<file path="src/rtl/pkt_i2c_pkg.sv">
package pkt_i2c_pkg;
  localparam int WORD_W = 32;
  localparam int BYTE_W = 8;

  // header field positions
  localparam int HDR_RSTART_BIT = 16;
  localparam int HDR_READ_BIT   = 19;

  // status bit positions
  localparam int IRQ_W    = 3;
  localparam int IRQ_DONE = 0;
  localparam int IRQ_NACK = 1;
  localparam int IRQ_ARB  = 2;

  typedef enum logic [1:0] {
    OP_START = 2'd0,
    OP_WRITE = 2'd1,
    OP_READ  = 2'd2,
    OP_STOP  = 2'd3
  } bus_op_e;

  typedef enum logic [3:0] {
    S_IDLE, S_HDR2, S_HDR3, S_BEGIN, S_ADDR, S_DATA,
    S_FINISH, S_ERRSTOP, S_WAIT, S_HALT
  } seq_state_e;

  typedef enum logic [2:0] {
    PH_START, PH_ADDR, PH_DATA, PH_END, PH_ERR
  } seq_phase_e;
endpackage

</file>
<file path="src/rtl/pis_fifo.sv">
module pis_fifo #(
  parameter int WIDTH = 32,
  parameter int DEPTH = 8,
  localparam int AW = (DEPTH > 1) ? $clog2(DEPTH) : 1,
  localparam int CW = $clog2(DEPTH + 1)
) (
  input  logic             clk,
  input  logic             clr,
  input  logic             wr_en,
  input  logic [WIDTH-1:0] wr_data,
  input  logic             rd_en,
  output logic [WIDTH-1:0] rd_data,
  output logic [CW-1:0]    count
);
  logic [WIDTH-1:0] mem [DEPTH];
  logic [AW-1:0]    wp, rp;
  logic [CW-1:0]    cnt;
  logic             do_wr, do_rd;

  assign do_wr = wr_en && (cnt != CW'(DEPTH));
  assign do_rd = rd_en && (cnt != '0);

  // storage without reset so a RAM can be inferred
  always_ff @(posedge clk) begin
    if (do_wr) mem[wp] <= wr_data;
  end

  always_ff @(posedge clk) begin
    if (clr) begin
      wp  <= '0;
      rp  <= '0;
      cnt <= '0;
    end else begin
      if (do_wr) wp <= (wp == AW'(DEPTH - 1)) ? '0 : wp + 1'b1;
      if (do_rd) rp <= (rp == AW'(DEPTH - 1)) ? '0 : rp + 1'b1;
      cnt <= cnt + CW'(do_wr) - CW'(do_rd);
    end
  end

  assign rd_data = mem[rp];
  assign count   = cnt;
endmodule

</file>
<file path="src/rtl/pis_irq.sv">
module pis_irq #(
  parameter int W = 3
) (
  input  logic         clk,
  input  logic         clr,
  input  logic [W-1:0] set,
  input  logic         wclr_en,
  input  logic [W-1:0] wclr,
  output logic [W-1:0] status
);
  always_ff @(posedge clk) begin
    if (clr) status <= '0;
    else     status <= (status & ~(wclr_en ? wclr : '0)) | set;
  end
endmodule

</file>
<file path="src/rtl/pis_seq.sv">
module pis_seq
  import pkt_i2c_pkg::*;
#(
  parameter int LEN_W = 12
) (
  input  logic              clk,
  input  logic              clr,
  input  logic [WORD_W-1:0] tx_data,
  input  logic              tx_empty,
  input  logic              rx_full,
  output logic              tx_pop,
  output logic              rx_push,
  output logic [WORD_W-1:0] rx_data,
  output logic              cmd_valid,
  output logic [1:0]        cmd_op,
  output logic [BYTE_W-1:0] cmd_data,
  output logic              cmd_last,
  input  logic              cmd_ready,
  input  logic              rsp_valid,
  input  logic              rsp_nack,
  input  logic              rsp_arb,
  input  logic [BYTE_W-1:0] rsp_rdata,
  output logic              ev_done,
  output logic              ev_nack,
  output logic              ev_arb
);
  seq_state_e        state;
  seq_phase_e        ph;
  logic [LEN_W-1:0]  len_m1, cnt;
  logic [6:0]        addr_q;
  logic              is_rd, rs, held;
  logic [WORD_W-1:0] wbuf, merged;
  logic [1:0]        lane;
  logic              last_byte, rsp_take;

  function automatic logic [WORD_W-1:0] put_lane(input logic [WORD_W-1:0] w,
                                                 input logic [1:0] ln,
                                                 input logic [BYTE_W-1:0] b);
    logic [WORD_W-1:0] r;
    r = (ln == 2'd0) ? '0 : w;
    r[{ln, 3'b000} +: BYTE_W] = b;
    return r;
  endfunction

  assign lane      = cnt[1:0];
  assign last_byte = (cnt == len_m1);
  assign rsp_take  = (state == S_WAIT) && !cmd_valid && rsp_valid;
  assign merged    = put_lane(wbuf, lane, rsp_rdata);
  assign rx_data   = merged;
  assign rx_push   = rsp_take && !rsp_arb && (ph == PH_DATA) && is_rd &&
                     ((lane == 2'd3) || last_byte);
  assign ev_arb    = rsp_take && rsp_arb;
  assign ev_nack   = rsp_take && !rsp_arb && rsp_nack &&
                     ((ph == PH_ADDR) || ((ph == PH_DATA) && !is_rd));
  assign ev_done   = rsp_take && !rsp_arb && (ph == PH_END);
  assign tx_pop    = !tx_empty &&
                     ((state inside {S_IDLE, S_HDR2, S_HDR3}) ||
                      ((state == S_DATA) && !is_rd && (lane == 2'd0)));

  always_ff @(posedge clk) begin
    if (clr) begin
      state     <= S_IDLE;
      ph        <= PH_START;
      cmd_valid <= 1'b0;
      cmd_op    <= OP_STOP;
      cmd_data  <= '0;
      cmd_last  <= 1'b0;
      held      <= 1'b0;
      len_m1    <= '0;
      cnt       <= '0;
      addr_q    <= '0;
      is_rd     <= 1'b0;
      rs        <= 1'b0;
      wbuf      <= '0;
    end else begin
      case (state)
        S_IDLE: if (!tx_empty) state <= S_HDR2;
        S_HDR2: if (!tx_empty) begin
          len_m1 <= tx_data[LEN_W-1:0];
          state  <= S_HDR3;
        end
        S_HDR3: if (!tx_empty) begin
          addr_q <= tx_data[7:1];
          is_rd  <= tx_data[HDR_READ_BIT];
          rs     <= tx_data[HDR_RSTART_BIT];
          state  <= S_BEGIN;
        end
        S_BEGIN: begin
          if (held) begin
            held  <= 1'b0;
            state <= S_ADDR;
          end else begin
            cmd_valid <= 1'b1;
            cmd_op    <= OP_START;
            cmd_data  <= '0;
            cmd_last  <= 1'b0;
            ph        <= PH_START;
            state     <= S_WAIT;
          end
        end
        S_ADDR: begin
          cmd_valid <= 1'b1;
          cmd_op    <= OP_WRITE;
          cmd_data  <= {addr_q, is_rd};
          cmd_last  <= 1'b0;
          ph        <= PH_ADDR;
          cnt       <= '0;
          state     <= S_WAIT;
        end
        S_DATA: begin
          if (is_rd) begin
            if (!rx_full) begin
              cmd_valid <= 1'b1;
              cmd_op    <= OP_READ;
              cmd_data  <= '0;
              cmd_last  <= last_byte;
              ph        <= PH_DATA;
              state     <= S_WAIT;
            end
          end else if (lane != 2'd0) begin
            cmd_valid <= 1'b1;
            cmd_op    <= OP_WRITE;
            cmd_data  <= wbuf[{lane, 3'b000} +: BYTE_W];
            cmd_last  <= 1'b0;
            ph        <= PH_DATA;
            state     <= S_WAIT;
          end else if (!tx_empty) begin
            wbuf      <= tx_data;
            cmd_valid <= 1'b1;
            cmd_op    <= OP_WRITE;
            cmd_data  <= tx_data[BYTE_W-1:0];
            cmd_last  <= 1'b0;
            ph        <= PH_DATA;
            state     <= S_WAIT;
          end
        end
        S_FINISH: begin
          cmd_valid <= 1'b1;
          cmd_op    <= rs ? OP_START : OP_STOP;
          cmd_data  <= '0;
          cmd_last  <= 1'b0;
          ph        <= PH_END;
          state     <= S_WAIT;
        end
        S_ERRSTOP: begin
          cmd_valid <= 1'b1;
          cmd_op    <= OP_STOP;
          cmd_data  <= '0;
          cmd_last  <= 1'b0;
          ph        <= PH_ERR;
          state     <= S_WAIT;
        end
        S_WAIT: begin
          if (cmd_valid) begin
            if (cmd_ready) cmd_valid <= 1'b0;
          end else if (rsp_valid) begin
            if (rsp_arb) begin
              state <= S_HALT;
            end else begin
              case (ph)
                PH_START: state <= S_ADDR;
                PH_ADDR:  state <= rsp_nack ? S_ERRSTOP : S_DATA;
                PH_DATA: begin
                  if (is_rd) wbuf <= merged;
                  if (!is_rd && rsp_nack) state <= S_ERRSTOP;
                  else if (last_byte)     state <= S_FINISH;
                  else begin
                    cnt   <= cnt + 1'b1;
                    state <= S_DATA;
                  end
                end
                PH_END: begin
                  held  <= rs;
                  state <= S_IDLE;
                end
                default: state <= S_HALT;
              endcase
            end
          end
        end
        default: state <= S_HALT;
      endcase
    end
  end
endmodule

</file>
<file path="src/rtl/pkt_i2c_seq.sv">
module pkt_i2c_seq
  import pkt_i2c_pkg::*;
#(
  parameter int FIFO_DEPTH = 8,
  parameter int LEN_W      = 12,
  localparam int CW        = $clog2(FIFO_DEPTH + 1)
) (
  input  logic              clk,
  input  logic              rst,
  input  logic              soft_rst,
  input  logic              tx_wr_en,
  input  logic [31:0]       tx_wr_data,
  output logic [CW-1:0]     tx_vacant,
  input  logic              rx_rd_en,
  output logic [31:0]       rx_rd_data,
  output logic [CW-1:0]     rx_fill,
  output logic [2:0]        irq_status,
  input  logic              irq_clr_en,
  input  logic [2:0]        irq_clr_mask,
  output logic              cmd_valid,
  input  logic              cmd_ready,
  output logic [1:0]        cmd_op,
  output logic [7:0]        cmd_data,
  output logic              cmd_last,
  input  logic              rsp_valid,
  input  logic              rsp_nack,
  input  logic              rsp_arb,
  input  logic [7:0]        rsp_rdata
);
  logic              clr;
  logic [WORD_W-1:0] tx_head, rx_word;
  logic [CW-1:0]     tx_count, rx_count;
  logic              tx_pop, rx_push;
  logic              ev_done, ev_nack, ev_arb;
  logic [IRQ_W-1:0]  ev_vec;

  assign clr = rst || soft_rst;

  pis_fifo #(.WIDTH(WORD_W), .DEPTH(FIFO_DEPTH)) u_txq (
    .clk(clk), .clr(clr), .wr_en(tx_wr_en), .wr_data(tx_wr_data),
    .rd_en(tx_pop), .rd_data(tx_head), .count(tx_count)
  );

  pis_fifo #(.WIDTH(WORD_W), .DEPTH(FIFO_DEPTH)) u_rxq (
    .clk(clk), .clr(clr), .wr_en(rx_push), .wr_data(rx_word),
    .rd_en(rx_rd_en), .rd_data(rx_rd_data), .count(rx_count)
  );

  pis_seq #(.LEN_W(LEN_W)) u_seq (
    .clk(clk), .clr(clr),
    .tx_data(tx_head), .tx_empty(tx_count == '0),
    .rx_full(rx_count == CW'(FIFO_DEPTH)),
    .tx_pop(tx_pop), .rx_push(rx_push), .rx_data(rx_word),
    .cmd_valid(cmd_valid), .cmd_op(cmd_op), .cmd_data(cmd_data),
    .cmd_last(cmd_last), .cmd_ready(cmd_ready),
    .rsp_valid(rsp_valid), .rsp_nack(rsp_nack), .rsp_arb(rsp_arb),
    .rsp_rdata(rsp_rdata),
    .ev_done(ev_done), .ev_nack(ev_nack), .ev_arb(ev_arb)
  );

  always_comb begin
    ev_vec           = '0;
    ev_vec[IRQ_DONE] = ev_done;
    ev_vec[IRQ_NACK] = ev_nack;
    ev_vec[IRQ_ARB]  = ev_arb;
  end

  pis_irq #(.W(IRQ_W)) u_irq (
    .clk(clk), .clr(clr), .set(ev_vec),
    .wclr_en(irq_clr_en), .wclr(irq_clr_mask), .status(irq_status)
  );

  assign tx_vacant = CW'(FIFO_DEPTH) - tx_count;
  assign rx_fill   = rx_count;
endmodule

</file>
<file path="config.mk">
export PLATFORM = sky130hd
export DESIGN_NAME = pkt_i2c_seq
export DESIGN_NICKNAME = d
export VERILOG_FILES = /design/src/rtl/pkt_i2c_pkg.sv /design/src/rtl/pis_fifo.sv /design/src/rtl/pis_irq.sv /design/src/rtl/pis_seq.sv /design/src/rtl/pkt_i2c_seq.sv
export SDC_FILE = /design/constraint.sdc
export NUM_CORES = 1
export LEC_CHECK = 0
export BUFFER_PORTS_ARGS = -buffer_cell sky130_fd_sc_hd__buf_2
export CORE_UTILIZATION = 55
export DETAILED_ROUTE_END_ITERATION = 16
export PLACE_DENSITY_LB_ADDON = 0.2
export SYNTH_ARGS = -nofsm -noshare
export SYNTH_HDL_FRONTEND = slang
export SYNTH_SLANG_ARGS = --single-unit
</file>
<file path="constraint.sdc">
create_clock -name clk -period 4.6 [get_ports clk]
set_clock_uncertainty 0.1 [all_clocks]
set_input_delay 0.46 -clock clk [delete_from_list [all_inputs] [get_ports clk]]
set_output_delay 0.46 -clock clk [all_outputs]
set_load 0.05 [all_outputs]
</file>
==> flow_summary_export.csv <==
group,metric,value,unit
worst_setup_path,end_kind,"output port",
clock_tree,cts_root_buf,"clkbuf_16",
drt,vias,13735,
die,initial_core_util,55.7,%
placed_design,post-place-cells,2162,
sta,worstMarginPinSlew,1.12,ns
sta,rsz0062_at_grt,"no",
worst_setup_path,required,4.04,ns
global_routing,grt_util_all_layers,23.2,%
clock_tree,clockBufferDepth,3,
drt,drt_iter0_markers,924,
hold_path,holdCritPathClass,"input pin to flop",
global_routing,grt_util_met2,38.9,%
global_routing,use_met1,31.0,%
synthesis,yosysWarnings,0,
die,die_y,216,um
clock_tree,postCtsSetupBuffers,0,
global_routing,antenna_found_initial,3,
finish,area_growth_syn_to_layout,14.0,%
sta,fmax,293,MHz
clock_tree,clkLatencyLatePin,0.61,ns
run,cap_viol_max_count,0,
die,row_count,78,
pwr,ir_drop,0.000339,V
sta,setup_viol,0,
clock_tree,numCtsBuffers,60,
pwr,leakagePower,8.97,nW
drt,ant_nets,0,
worst_setup_path,path_cells,"buf_4 -> mux4_2 -> mux2_2 -> buf_2",
global_routing,grt_busiest_layer,"met2",
worst_setup_path,worst_ep_arrival_time,2.86,ns
die,design.die.area,46800,um2
synthesis,synth_top_flop_cell,"edfxtp_1",
finish,layout_common_cells,"edfxtp_1 (512), mux4_2 (136), dfxtp_1 (109)",
clock_tree,htree_levels,2,
drt,drc_errors,0,
synthesis,synth_area_per_cell,16.8,um2
die,io_pins,108,
synthesis,ys_ff_latch,626,
drt,drt-total-wl,53300,um
global_routing,grt_overflow,0,
worst_setup_path,crit_type,"flop to output port",
global_routing,grt_max_degree,67,
synthesis,synth-seq-area-share,69.9,%
synthesis,synth_edf_count,512,
finish,final_common_cell,"edfxtp_1",
sta,final_max_slew_viol_count,0,
worst_setup_path,slowest_delay,0.68,ns
placed_design,port_buffers,107,
drt,vias_per_cell,5.97,
clock_tree,hold_buffers,28,
global_routing,grt_pass1_vias,13844,
sta,final.min_clock_period,3.42,ns
clock_tree,cts_tree,"built",
finish,drive_gt1_share,25.3,%
sta,tns,0,ns
finish,fillers,3210,
status,status,"complete, no violations",
clock_tree,path_clk_slew,0.06,ns
clock_tree,clock_sinks,626,
synthesis,synth_fp_nets,1589,
worst_setup_path,crit_slowest_cell,"buf_4",
placed_design,gp_congestion,0.903,
synthesis,ys_types,62,
global_routing,use_met3,3.49,%
drt,routedWlPerCell,23.2,um
clock_tree,cts_resized,0,
placed_design,post-place-ws,1.24,ns
global_routing,grt_first_pass_wirelength,81900,um
die,core_area,45400,um2
sta,fin_crit_sh,74.3,%
sta,worst_slack,1.18,ns
synthesis,async_reset_ff_share,0,%
sta,maxSlewHeadroom,25.4,%
die,dieWidth,216,um
synthesis,synthesis.area,25300,um2
pwr,power_density,450,nW/um2
sta,final_hold_viol_count,0,
placed_design,dp_hpwl,33200,um
drt,drt-pass1-iter-count,5,
worst_setup_path,critPathMaxFanout,50,
finish,nets,1735,
finish,fin_cells,2299,
worst_setup_path,start_kind,"flop",
synthesis,syn_inst,1506,
[state kept, by name, summed over array words and instances, names as in the netlist, named ones only]
name,count
u_seq.ph,3
u_rxq.wp,3
u_seq.addr_q,7
u_rxq.count,4
u_seq.cmd_op,2
u_txq.mem,256
u_seq.wbuf,32
u_txq.wp,3
u_seq.held,1
u_seq.is_rd,1
u_rxq.rp,3
u_seq.cmd_last,1
u_seq.state,4
u_seq.len_m1,12
u_irq.status,3
u_seq.cmd_valid,1
u_txq.count,4
u_seq.rs,1
u_txq.rp,3
u_rxq.mem,256
u_seq.cnt,12
u_seq.cmd_data,8
[area by class of cell]
class                           instances  area (um2)  area share (%)
Clock buffer                           72        1590            5.51
Antenna cell                            1        2.50         0.00869
Clock inverter                         36         333            1.16
Sequential cell                       626       17700            61.3
Tap cell                              600         751            2.61
Timing Repair Buffer                  171        1100            3.81
Multi-Input combinational cell        772        7280            25.3
Inverter                               21        78.8           0.274
[routing by layer]
layer | part of all wire, % | wire [um]
met2 | 50 | 26400
met4 | 2.9 | 1550
met5 | 0.024 | 13
met1 | 42 | 22600
met3 | 5.2 | 2780
[through the flow]
step | area, um2 | util (%) | hold slack (ns) | total power [mW]
3_3_place_gp | 26600 | 58.6 | 0.347 | 8.25
2_1_floorplan | 25300 | - | 0.347 | 7.79
5_1_grt | 28800 | 63.5 | 0.0248 | 13.4
4_1_cts | 28800 | 63.5 | 0.00303 | 13.1
3_5_place_dp | 26600 | 58.6 | 0.344 | 8.27
6_report | 28800 | 63.5 | 0.0279 | 13.0
[power by group]
| group | internal (mW) | leakage, nW | switching [mW] |
|---|---|---|---|
| clock | 2.78 | 0.935 | 2.03 |
| combinational | 0.761 | 2.78 | 1.04 |
| sequential | 6.20 | 5.26 | 0.145 |
| total | 9.74 | 8.97 | 3.22 |
[synth_stat cells, types with 3 or more instances]
cell / number / share of area, %
and2_1: 4 / 0.099
xnor2_1: 17 / 0.59
a21oi_1: 52 / 1.0
nand3_1: 56 / 1.1
nor2b_1: 12 / 0.30
ha_1: 28 / 1.4
clkbuf_1: 58 / 0.86
a221oi_1: 3 / 0.10
o21ai_0: 87 / 1.7
buf_1: 8 / 0.12
and3_1: 3 / 0.074
a22o_1: 15 / 0.52
a211oi_1: 23 / 0.68
dfxtp_1: 114 / 9.0
mux4_2: 136 / 12
nand4_1: 16 / 0.40
edfxtp_1: 512 / 61
o21ai_1: 4 / 0.079
a21o_1: 3 / 0.089
nand2_1: 64 / 0.95
nand2b_1: 33 / 0.82
buf_2: 19 / 0.38
or3_1: 11 / 0.27
a22oi_1: 9 / 0.27
nor3_1: 15 / 0.30
inv_1: 21 / 0.31
nor2_1: 73 / 1.1
nor3b_1: 4 / 0.12
mux2_2: 32 / 1.4
mux2i_1: 40 / 1.6
[kinds of logic after synthesis]
| logic type | Yosys count | synth area share (%) |
|---|---|---|
| AOI/OAI and AO/OA | 210 | 4.97 |
| muxes | 208 | 15.1 |
| adders and majority gates | 30 | 1.55 |
| buffers and inverters | 108 | 1.74 |
| xor gates and xnor gates | 18 | 0.624 |
| and+or+nand+nor | 306 | 6.08 |
| DFF | 626 | 69.9 |
[path summary, 6_finish.rpt]
| check | end | start | cells past startpoint | slack, ns |
|---|---|---|---|---|
| max | rx_rd_data[20] | flop | 4 | 1.18 |
| min | u_txq.mem[3][19] | tx_wr_data[19] | 1 | 0.03 |
| max reg2reg | u_seq.wbuf[8] | u_seq.cnt[1] | 8 | 1.22 |
| min reg2reg | u_irq.status[1] | u_irq.status[1] | 2 | 0.35 |
[critical path, delay by kind of cell, from the launching register on]
kind	cells	cell delay [ns]
buf+inv	2	0.90
flops	1	0.59
mux	2	0.74
Power figures use the tool's default switching activity.
